==> config.mk <==
export PLATFORM = sky130hd
export DESIGN_NAME = psw_status_reg
export DESIGN_NICKNAME = d
export VERILOG_FILES = /design/src/rtl/psw_pkg.sv /design/src/rtl/psw_flag_reg.sv /design/src/rtl/psw_ctrl_reg.sv /design/src/rtl/psw_status_reg.sv
export SDC_FILE = /design/constraint.sdc
export NUM_CORES = 1
export LEC_CHECK = 0
export BUFFER_PORTS_ARGS = -buffer_cell sky130_fd_sc_hd__buf_2
export CORE_UTILIZATION = 33
export CTS_CLUSTER_SIZE = 20
export DETAILED_ROUTE_END_ITERATION = 10
export GPL_TIMING_DRIVEN = 0
export PLACE_DENSITY_LB_ADDON = 0.12
export REMOVE_ABC_BUFFERS = 1
export SLEW_MARGIN = 20
export SYNTH_ARGS = -nofsm -noshare
export SYNTH_HDL_FRONTEND = slang
export SYNTH_SLANG_ARGS = --single-unit
==> constraint.sdc <==
create_clock -name clk -period 1.2 [get_ports clk]
set_input_delay 0.06 -clock clk [delete_from_list [all_inputs] [get_ports clk]]
set_output_delay 0.06 -clock clk [all_outputs]
set_load 0.01 [all_outputs]
==> src/rtl/psw_pkg.sv <==
package psw_pkg;
  localparam int WORD_W   = 32;
  localparam int NFLAGS   = 4;
  localparam int IPL_W    = 4;
  localparam int POS_I    = 16;
  localparam int POS_U    = 17;
  localparam int POS_PM   = 20;
  localparam int IPL_LSB  = 24;
  localparam int IPL_MSB  = IPL_LSB + IPL_W - 1;

  typedef struct packed {
    logic [IPL_W-1:0]  ipl;
    logic              pm;
    logic              u;
    logic              i;
    logic [NFLAGS-1:0] flags;
  } psw_fields_t;

  function automatic logic [WORD_W-1:0] psw_pack(input psw_fields_t f);
    logic [WORD_W-1:0] w;
    w = '0;
    w[NFLAGS-1:0]      = f.flags;
    w[POS_I]           = f.i;
    w[POS_U]           = f.u;
    w[POS_PM]          = f.pm;
    w[IPL_MSB:IPL_LSB] = f.ipl;
    return w;
  endfunction

  function automatic psw_fields_t psw_unpack(input logic [WORD_W-1:0] w);
    psw_fields_t f;
    f.flags = w[NFLAGS-1:0];
    f.i     = w[POS_I];
    f.u     = w[POS_U];
    f.pm    = w[POS_PM];
    f.ipl   = w[IPL_MSB:IPL_LSB];
    return f;
  endfunction

  function automatic logic [WORD_W-1:0] psw_live_mask();
    psw_fields_t ones;
    ones = '1;
    return psw_pack(ones);
  endfunction
endpackage

==> src/rtl/psw_flag_reg.sv <==
module psw_flag_reg
  import psw_pkg::*;
#(
  parameter int N = NFLAGS
) (
  input  logic         clk,
  input  logic         rst_n,
  input  logic         flag_wr,
  input  logic [N-1:0] flag_in,
  output logic [N-1:0] flag_q
);
  for (genvar k = 0; k < N; k++) begin : g_flag
    always_ff @(posedge clk or negedge rst_n) begin
      if (!rst_n)       flag_q[k] <= 1'b0;
      else if (flag_wr) flag_q[k] <= flag_in[k];
    end
  end

  AST_FLAGS_FOLLOW: assert property (@(posedge clk) disable iff (!rst_n)
    flag_wr |=> flag_q == $past(flag_in));
  AST_FLAGS_HOLD: assert property (@(posedge clk) disable iff (!rst_n)
    !flag_wr |=> $stable(flag_q));
endmodule

==> src/rtl/psw_ctrl_reg.sv <==
module psw_ctrl_reg
  import psw_pkg::*;
#(
  parameter int LVL_W = IPL_W
) (
  input  logic             clk,
  input  logic             rst_n,
  input  logic             wr_en,
  input  logic             wr_rti,
  input  logic             clr,
  input  logic [LVL_W-1:0] ipl_in,
  input  logic             pm_in,
  input  logic             u_in,
  input  logic             i_in,
  output logic [LVL_W-1:0] ipl_q,
  output logic             pm_q,
  output logic             u_q,
  output logic             i_q
);
  logic priv_wr;
  logic mode_wr;
  logic [LVL_W-1:0] ipl_d;
  logic pm_d, u_d, i_d;

  assign priv_wr = wr_en & ~pm_q;
  assign mode_wr = priv_wr & wr_rti;

  always_comb begin
    ipl_d = ipl_q;
    pm_d  = pm_q;
    u_d   = u_q;
    i_d   = i_q;
    if (priv_wr) begin
      ipl_d = ipl_in;
      u_d   = u_in;
      i_d   = i_in;
    end
    if (mode_wr) pm_d = pm_in;
    if (clr) begin
      pm_d = 1'b0;
      u_d  = 1'b0;
      i_d  = 1'b0;
    end
  end

  always_ff @(posedge clk or negedge rst_n) begin
    if (!rst_n) begin
      ipl_q <= '0;
      pm_q  <= 1'b0;
      u_q   <= 1'b0;
      i_q   <= 1'b0;
    end else begin
      ipl_q <= ipl_d;
      pm_q  <= pm_d;
      u_q   <= u_d;
      i_q   <= i_d;
    end
  end

  AST_SUP_LOAD: assert property (@(posedge clk) disable iff (!rst_n)
    (priv_wr && !clr) |=> (ipl_q == $past(ipl_in) && u_q == $past(u_in) && i_q == $past(i_in)));
  AST_USER_HOLD: assert property (@(posedge clk) disable iff (!rst_n)
    (wr_en && pm_q && !clr) |=> ($stable(ipl_q) && $stable(u_q) && $stable(i_q) && pm_q));
  AST_MODE_RISE_RTI: assert property (@(posedge clk) disable iff (!rst_n)
    $rose(pm_q) |-> $past(wr_en && wr_rti && !clr));
  AST_CLR_ZERO: assert property (@(posedge clk) disable iff (!rst_n)
    clr |=> (!pm_q && !u_q && !i_q));
  AST_CLR_KEEP_IPL: assert property (@(posedge clk) disable iff (!rst_n)
    (clr && !wr_en) |=> $stable(ipl_q));
  AST_CLR_BEATS_WR: assert property (@(posedge clk) disable iff (!rst_n)
    (clr && wr_en) |=> (!pm_q && !u_q && !i_q));
endmodule

==> src/rtl/psw_status_reg.sv <==
module psw_status_reg
  import psw_pkg::*;
(
  input  logic              clk,
  input  logic              rst_n,
  input  logic              wr_en,
  input  logic              wr_rti,
  input  logic [WORD_W-1:0] wr_data,
  input  logic              entry_clr,
  output logic [WORD_W-1:0] psw_word,
  output logic [IPL_W-1:0]  cur_ipl,
  output logic              user_mode,
  output logic              int_en,
  output logic              stack_sel
);
  localparam logic [WORD_W-1:0] LIVE = psw_live_mask();

  psw_fields_t wr_f;
  psw_fields_t cur_f;
  logic        unused_rsvd;

  assign wr_f        = psw_unpack(wr_data);
  assign unused_rsvd = ^(wr_data & ~LIVE);

  psw_flag_reg #(.N(NFLAGS)) u_flags (
    .clk     (clk),
    .rst_n   (rst_n),
    .flag_wr (wr_en),
    .flag_in (wr_f.flags),
    .flag_q  (cur_f.flags)
  );

  psw_ctrl_reg #(.LVL_W(IPL_W)) u_ctrl (
    .clk    (clk),
    .rst_n  (rst_n),
    .wr_en  (wr_en),
    .wr_rti (wr_rti),
    .clr    (entry_clr),
    .ipl_in (wr_f.ipl),
    .pm_in  (wr_f.pm),
    .u_in   (wr_f.u),
    .i_in   (wr_f.i),
    .ipl_q  (cur_f.ipl),
    .pm_q   (cur_f.pm),
    .u_q    (cur_f.u),
    .i_q    (cur_f.i)
  );

  assign psw_word  = psw_pack(cur_f);
  assign cur_ipl   = cur_f.ipl;
  assign user_mode = cur_f.pm;
  assign int_en    = cur_f.i;
  assign stack_sel = cur_f.u;

  AST_RSVD_ZERO: assert property (@(posedge clk) disable iff (!rst_n)
    (psw_word & ~LIVE) == '0);
  AST_PLAIN_WR_MODE: assert property (@(posedge clk) disable iff (!rst_n)
    (wr_en && !wr_rti && !entry_clr) |=> $stable(user_mode));
endmodule

Word-level counts from Yosys, hierarchy flattened
Cells that the tools add are included.
W data, S select, Z words.

cells by class
  multiplexer cells = 6
  bitwise gates (word level) = 3
  reduce and logical (&&, ||, !) cells = 2

operators with widths
  kind                number
  $mux W1             6
  $reduce_bool A2 Y1  2
  $and A1 B1 Y1       2
  $not A1 Y1          1

storage, ports and cells
  bits in registers = 11
  input port bits = 37
  output and inout port bits = 39

Depth between registers and ports, before layout
  word-level depth = 5
  mapped depth = 3
  mapped depth without buffers = 2

By module
From an unflattened synthesis, not the netlist that was laid out.

second synthesis, totals
  cell total of the unflattened synthesis = 57
  area total of the unflattened synthesis = 648.1 um2

modules (own cells, without submodules)
  module          times used  cells each  area an instance (um2)  sequential area each (um2)
  psw_ctrl_reg    1           20          289.0                   175.2
  psw_status_reg  1           29          214.0                   0.0
  psw_flag_reg    1           8           145.1                   100.1

Worst setup path after synthesis
No wires, ideal clock.

  path kind = register -> register
  start = reg u_ctrl.pm_q
  end = reg u_ctrl.ipl_q[0]
  library setup time = 0.125 ns
  data arrival time = 1.026 ns
  required time = 1.075 ns
  slack = 0.048 ns
  cell stages (with the launch flop) = 3
  buffers on the path = 0
  period minus slack after synthesis = 1.152 ns
  cell sequence = dfrtp_1 -> and2b_4 -> mux2_4

on the way
  longest elaborated chain between the ends = 2

ends and longest elaborated chain
  element                 RTL line            RTL
  from (decl)             psw_ctrl_reg.sv:16  output logic pm_q,
  from (signal assigned)  psw_ctrl_reg.sv:54  pm_q <= pm_d;
  $not A1 Y1              psw_ctrl_reg.sv:25  assign priv_wr = wr_en & ~pm_q;
  $and A1 B1 Y1           psw_ctrl_reg.sv:25
  to (signal assigned)    psw_ctrl_reg.sv:53  ipl_q <= ipl_d;
  to (decl)               psw_ctrl_reg.sv:15  output logic [LVL_W-1:0] ipl_q,

Every way passes these cells.
A chain may end at the register's enable or synchronous reset.

Final worst setup path
  start = reg u_ctrl.pm_q
  end = reg u_ctrl.ipl_q[1]

The elaborated chain is that of the path after synthesis.

==> impl_results.md <==
* Status: finished clean
* Number of standard cells in the final layout excluding fillers at 114
* Placeable core region at approximately 1800 sq um
* Crit-path cells: and2b_4, mux2_4
* Total instance count after detailed placement at 107
* Path category of the worst min-delay check: primary input to register
* Number of violations reported at the end of detailed-routing iteration 0 at 0
* Cell chosen for the clock root: sky130_fd_sc_hd__clkbuf_4
* Final number of hold-violating endpoints at 0
* Number of antenna repair diodes at 0
* Buffers plus inverters on the worst setup path at 0
* Setup repair after global routing missed its margin: false
* Wire length of the first global-routing pass at 1.59 mm
* Startpoint type of the worst setup path: register
* Area of the mapped netlist at between 600 and 700 sq um
* CTS tree: done
* Fraction of layout instances using a drive strength above 1 at 51.7%
* Post-detailed-route count of antenna-violating nets at 0
* Remaining Overflow, GRT at 0
* RePlAce Congestion at 0.580
* Share of the yosys chip area belonging to registers at approximately two fifths
* Die width at 47.1 microns
* Number of CTS-inserted buffers at 3
* Reg clk slew, reported paths at about 70 ps
* Flops & latches, synth at 11
* Required time of the critical path at 1350 ps
* Deepest clock path buffer count at 2
* Utilization of the core after routing at between 40 and 50%
* Gate count of the mapped netlist at 58
* P per Cell Area at 1170 nW/um^2
* Critical path's slowest cell: sky130_fd_sc_hd__dfrtp_1
* DRC violations left at 0
* Io pins at 76
* Initial core utilization at 36.8%
* Final clock skew at ~1.5 ps
* Vias in the first global route at approximately 340
* Final HPWL from detailed placement at 794 microns
* Worst skew pair latency at between 200 and 300 ps
* Mean post-synth cell area at 11.6 sq um
* H-tree depth reported by CTS at 1
* Max cap viols at 0
* Final setup violation count at 0
* Static leakage power at 0.000434 uW
* Largest net degree at the start of global routing at 12
* Overall routed net length at 1.08 mm
* Element type at the critical path end: register
* Routed vias at 434
* Timing-limited maximum frequency at a little under 900 MHz
* Number of max-slew violations in the final report at 0
* Die extent in y at around 47 microns
* Average wire per standard cell at 9.43 microns
* Gr usage total at 11.4%
* Top fanout value on the critical path at 6
* Share of the clock period used by the worst path after layout at 93.9%
* Crit path kind: register to register
* Net total in the final layout at 127
* Worst hold slack at 21.7 ps
* Growth of design area from synthesis to finish at 15.5%
* Unique masters post-synth at 12
* Number of gates given a new drive strength after cts at 0
* Gate family responsible for the most delay along the worst path: flip-flops
* Largest vdd supply drop at 0.000566 V
* Antenna violations before repair at 0
* Final total negative setup slack at 0 ps
* Length of the first detailed-routing pass in iterations at 1
* Number of placement rows at 15
* Crit-path max cell delay at 390 ps
* Die outline area at 2220 sq um
* Vias per Instance at 3.81
* Final critical path time including I/O delays and setup at between 1000 and 1500 ps
* Total clock sinks at 11
* PortBufs at 33
* WP data arrival at 1280 ps
* Yosys Warn Count at 0
worst paths after layout:
kind	start	to	slack (ps)	cells past startpoint
worst max-delay path	u_ctrl.pm_q$_DFFE_PN0P_	u_ctrl.ipl_q[1]$_DFFE_PN0P_	70	2
worst min-delay path	wr_data[27]	u_ctrl.ipl_q[3]$_DFFE_PN0P_	20	2
worst max register to register	u_ctrl.pm_q$_DFFE_PN0P_	u_ctrl.ipl_q[1]$_DFFE_PN0P_	70	2
worst min register to register	u_flags.flag_q[1]$_DFFE_PN0P_	u_flags.flag_q[1]$_DFFE_PN0P_	510	1
max in group asynchronous	rst_n	u_ctrl.pm_q$_DFFE_PN0P_	800	2
min in group asynchronous	rst_n	u_ctrl.ipl_q[1]$_DFFE_PN0P_	190	2
timing repair:
| action | CTS | global route |
|---|---|---|
| hold endpoints to repair | 12 | 0 |
| setup endpoints to repair | 0 | 4 |
| buffers inserted | 0 | 1 |
| hold buffers | 2 | 0 |
Yosys cell counts:
cell | number | share of area (%)
sky130_fd_sc_hd__o21ai_0 | 2 | 1.5
sky130_fd_sc_hd__buf_6 | 1 | 1.7
sky130_fd_sc_hd__conb_1 | 1 | 0.56
sky130_fd_sc_hd__nand4bb_1 | 2 | 3.4
sky130_fd_sc_hd__nor2_1 | 1 | 0.56
sky130_fd_sc_hd__a31oi_1 | 1 | 0.93
sky130_fd_sc_hd__dfrtp_1 | 11 | 41
sky130_fd_sc_hd__mux2_4 | 4 | 9.0
sky130_fd_sc_hd__mux2_2 | 4 | 6.7
sky130_fd_sc_hd__nand2b_1 | 2 | 1.9
sky130_fd_sc_hd__and2b_4 | 1 | 1.5
sky130_fd_sc_hd__buf_4 | 28 | 31
registers in the layout, indices dropped and copies added (netlist names):
register        flops
u_ctrl.u_q          1
u_ctrl.i_q          1
u_ctrl.pm_q         1
u_ctrl.ipl_q        4
u_flags.flag_q      4
kinds of logic after synthesis:
group / after synthesis / share of synthesized area, %
flops: 11 / 41.0
other cells: 1 / 0.559
simple gates: 6 / 7.28
buf+inv: 29 / 33.0
mux: 8 / 15.7
compound gates: 3 / 2.43
layout by cell type, fill, tap and decap left out, drive strengths merged:
| master | count |
|---|---|
| buf | 34 |
| conb | 21 |
| dfrtp | 11 |
| mux2 | 8 |
| clkbuf | 4 |
| nand2b | 2 |
| nand4bb | 2 |
| o21ai | 2 |
| dlygate4sd3 | 2 |
| and2b | 1 |
| a31oi | 1 |
| nor2 | 1 |
area by class of cell:
type / instances / area [sq um]
fill: 197 / 1050
sequential: 11 / 275
multi-input combinational: 38 / 249
timing repair buffer: 36 / 193
tap: 25 / 31.3
clock buffer: 4 / 26.3
routing by layer:
layer | wire (microns) | track usage (%) | part of all wire, %
met5 | 0 | 0 | 0
met4 | 33 | 10.3 | 3.1
met3 | 85 | 4.62 | 7.9
met2 | 430 | 12.8 | 40
met1 | 526 | 16.0 | 49
through the flow:
step	worst slack (ps)	cell area [sq um]	total power, uW
2_1_floorplan	3.38	524	555
3_3_place_gp	28.2	721	653
3_5_place_dp	25.1	721	656
4_1_cts	14.0	767	921
5_1_grt	45.6	774	970
6_report	72.6	774	905
worst reg2reg max path, delay by kind of cell (launching register included):
| family | cells | cell delay, ps |
|---|---|---|
| flip-flops | 1 | 390 |
| AND/OR/NAND/NOR | 1 | 320 |
| multiplexers | 1 | 310 |
power breakdown:
group,internal [uW],total (uW),switching [uW],leakage (uW)
logic,109,226,117,0.000285
registers,407,428,20.8,0.000134
clock network,129,250,122,0.0000150
(Power assumes the default switching activity.)
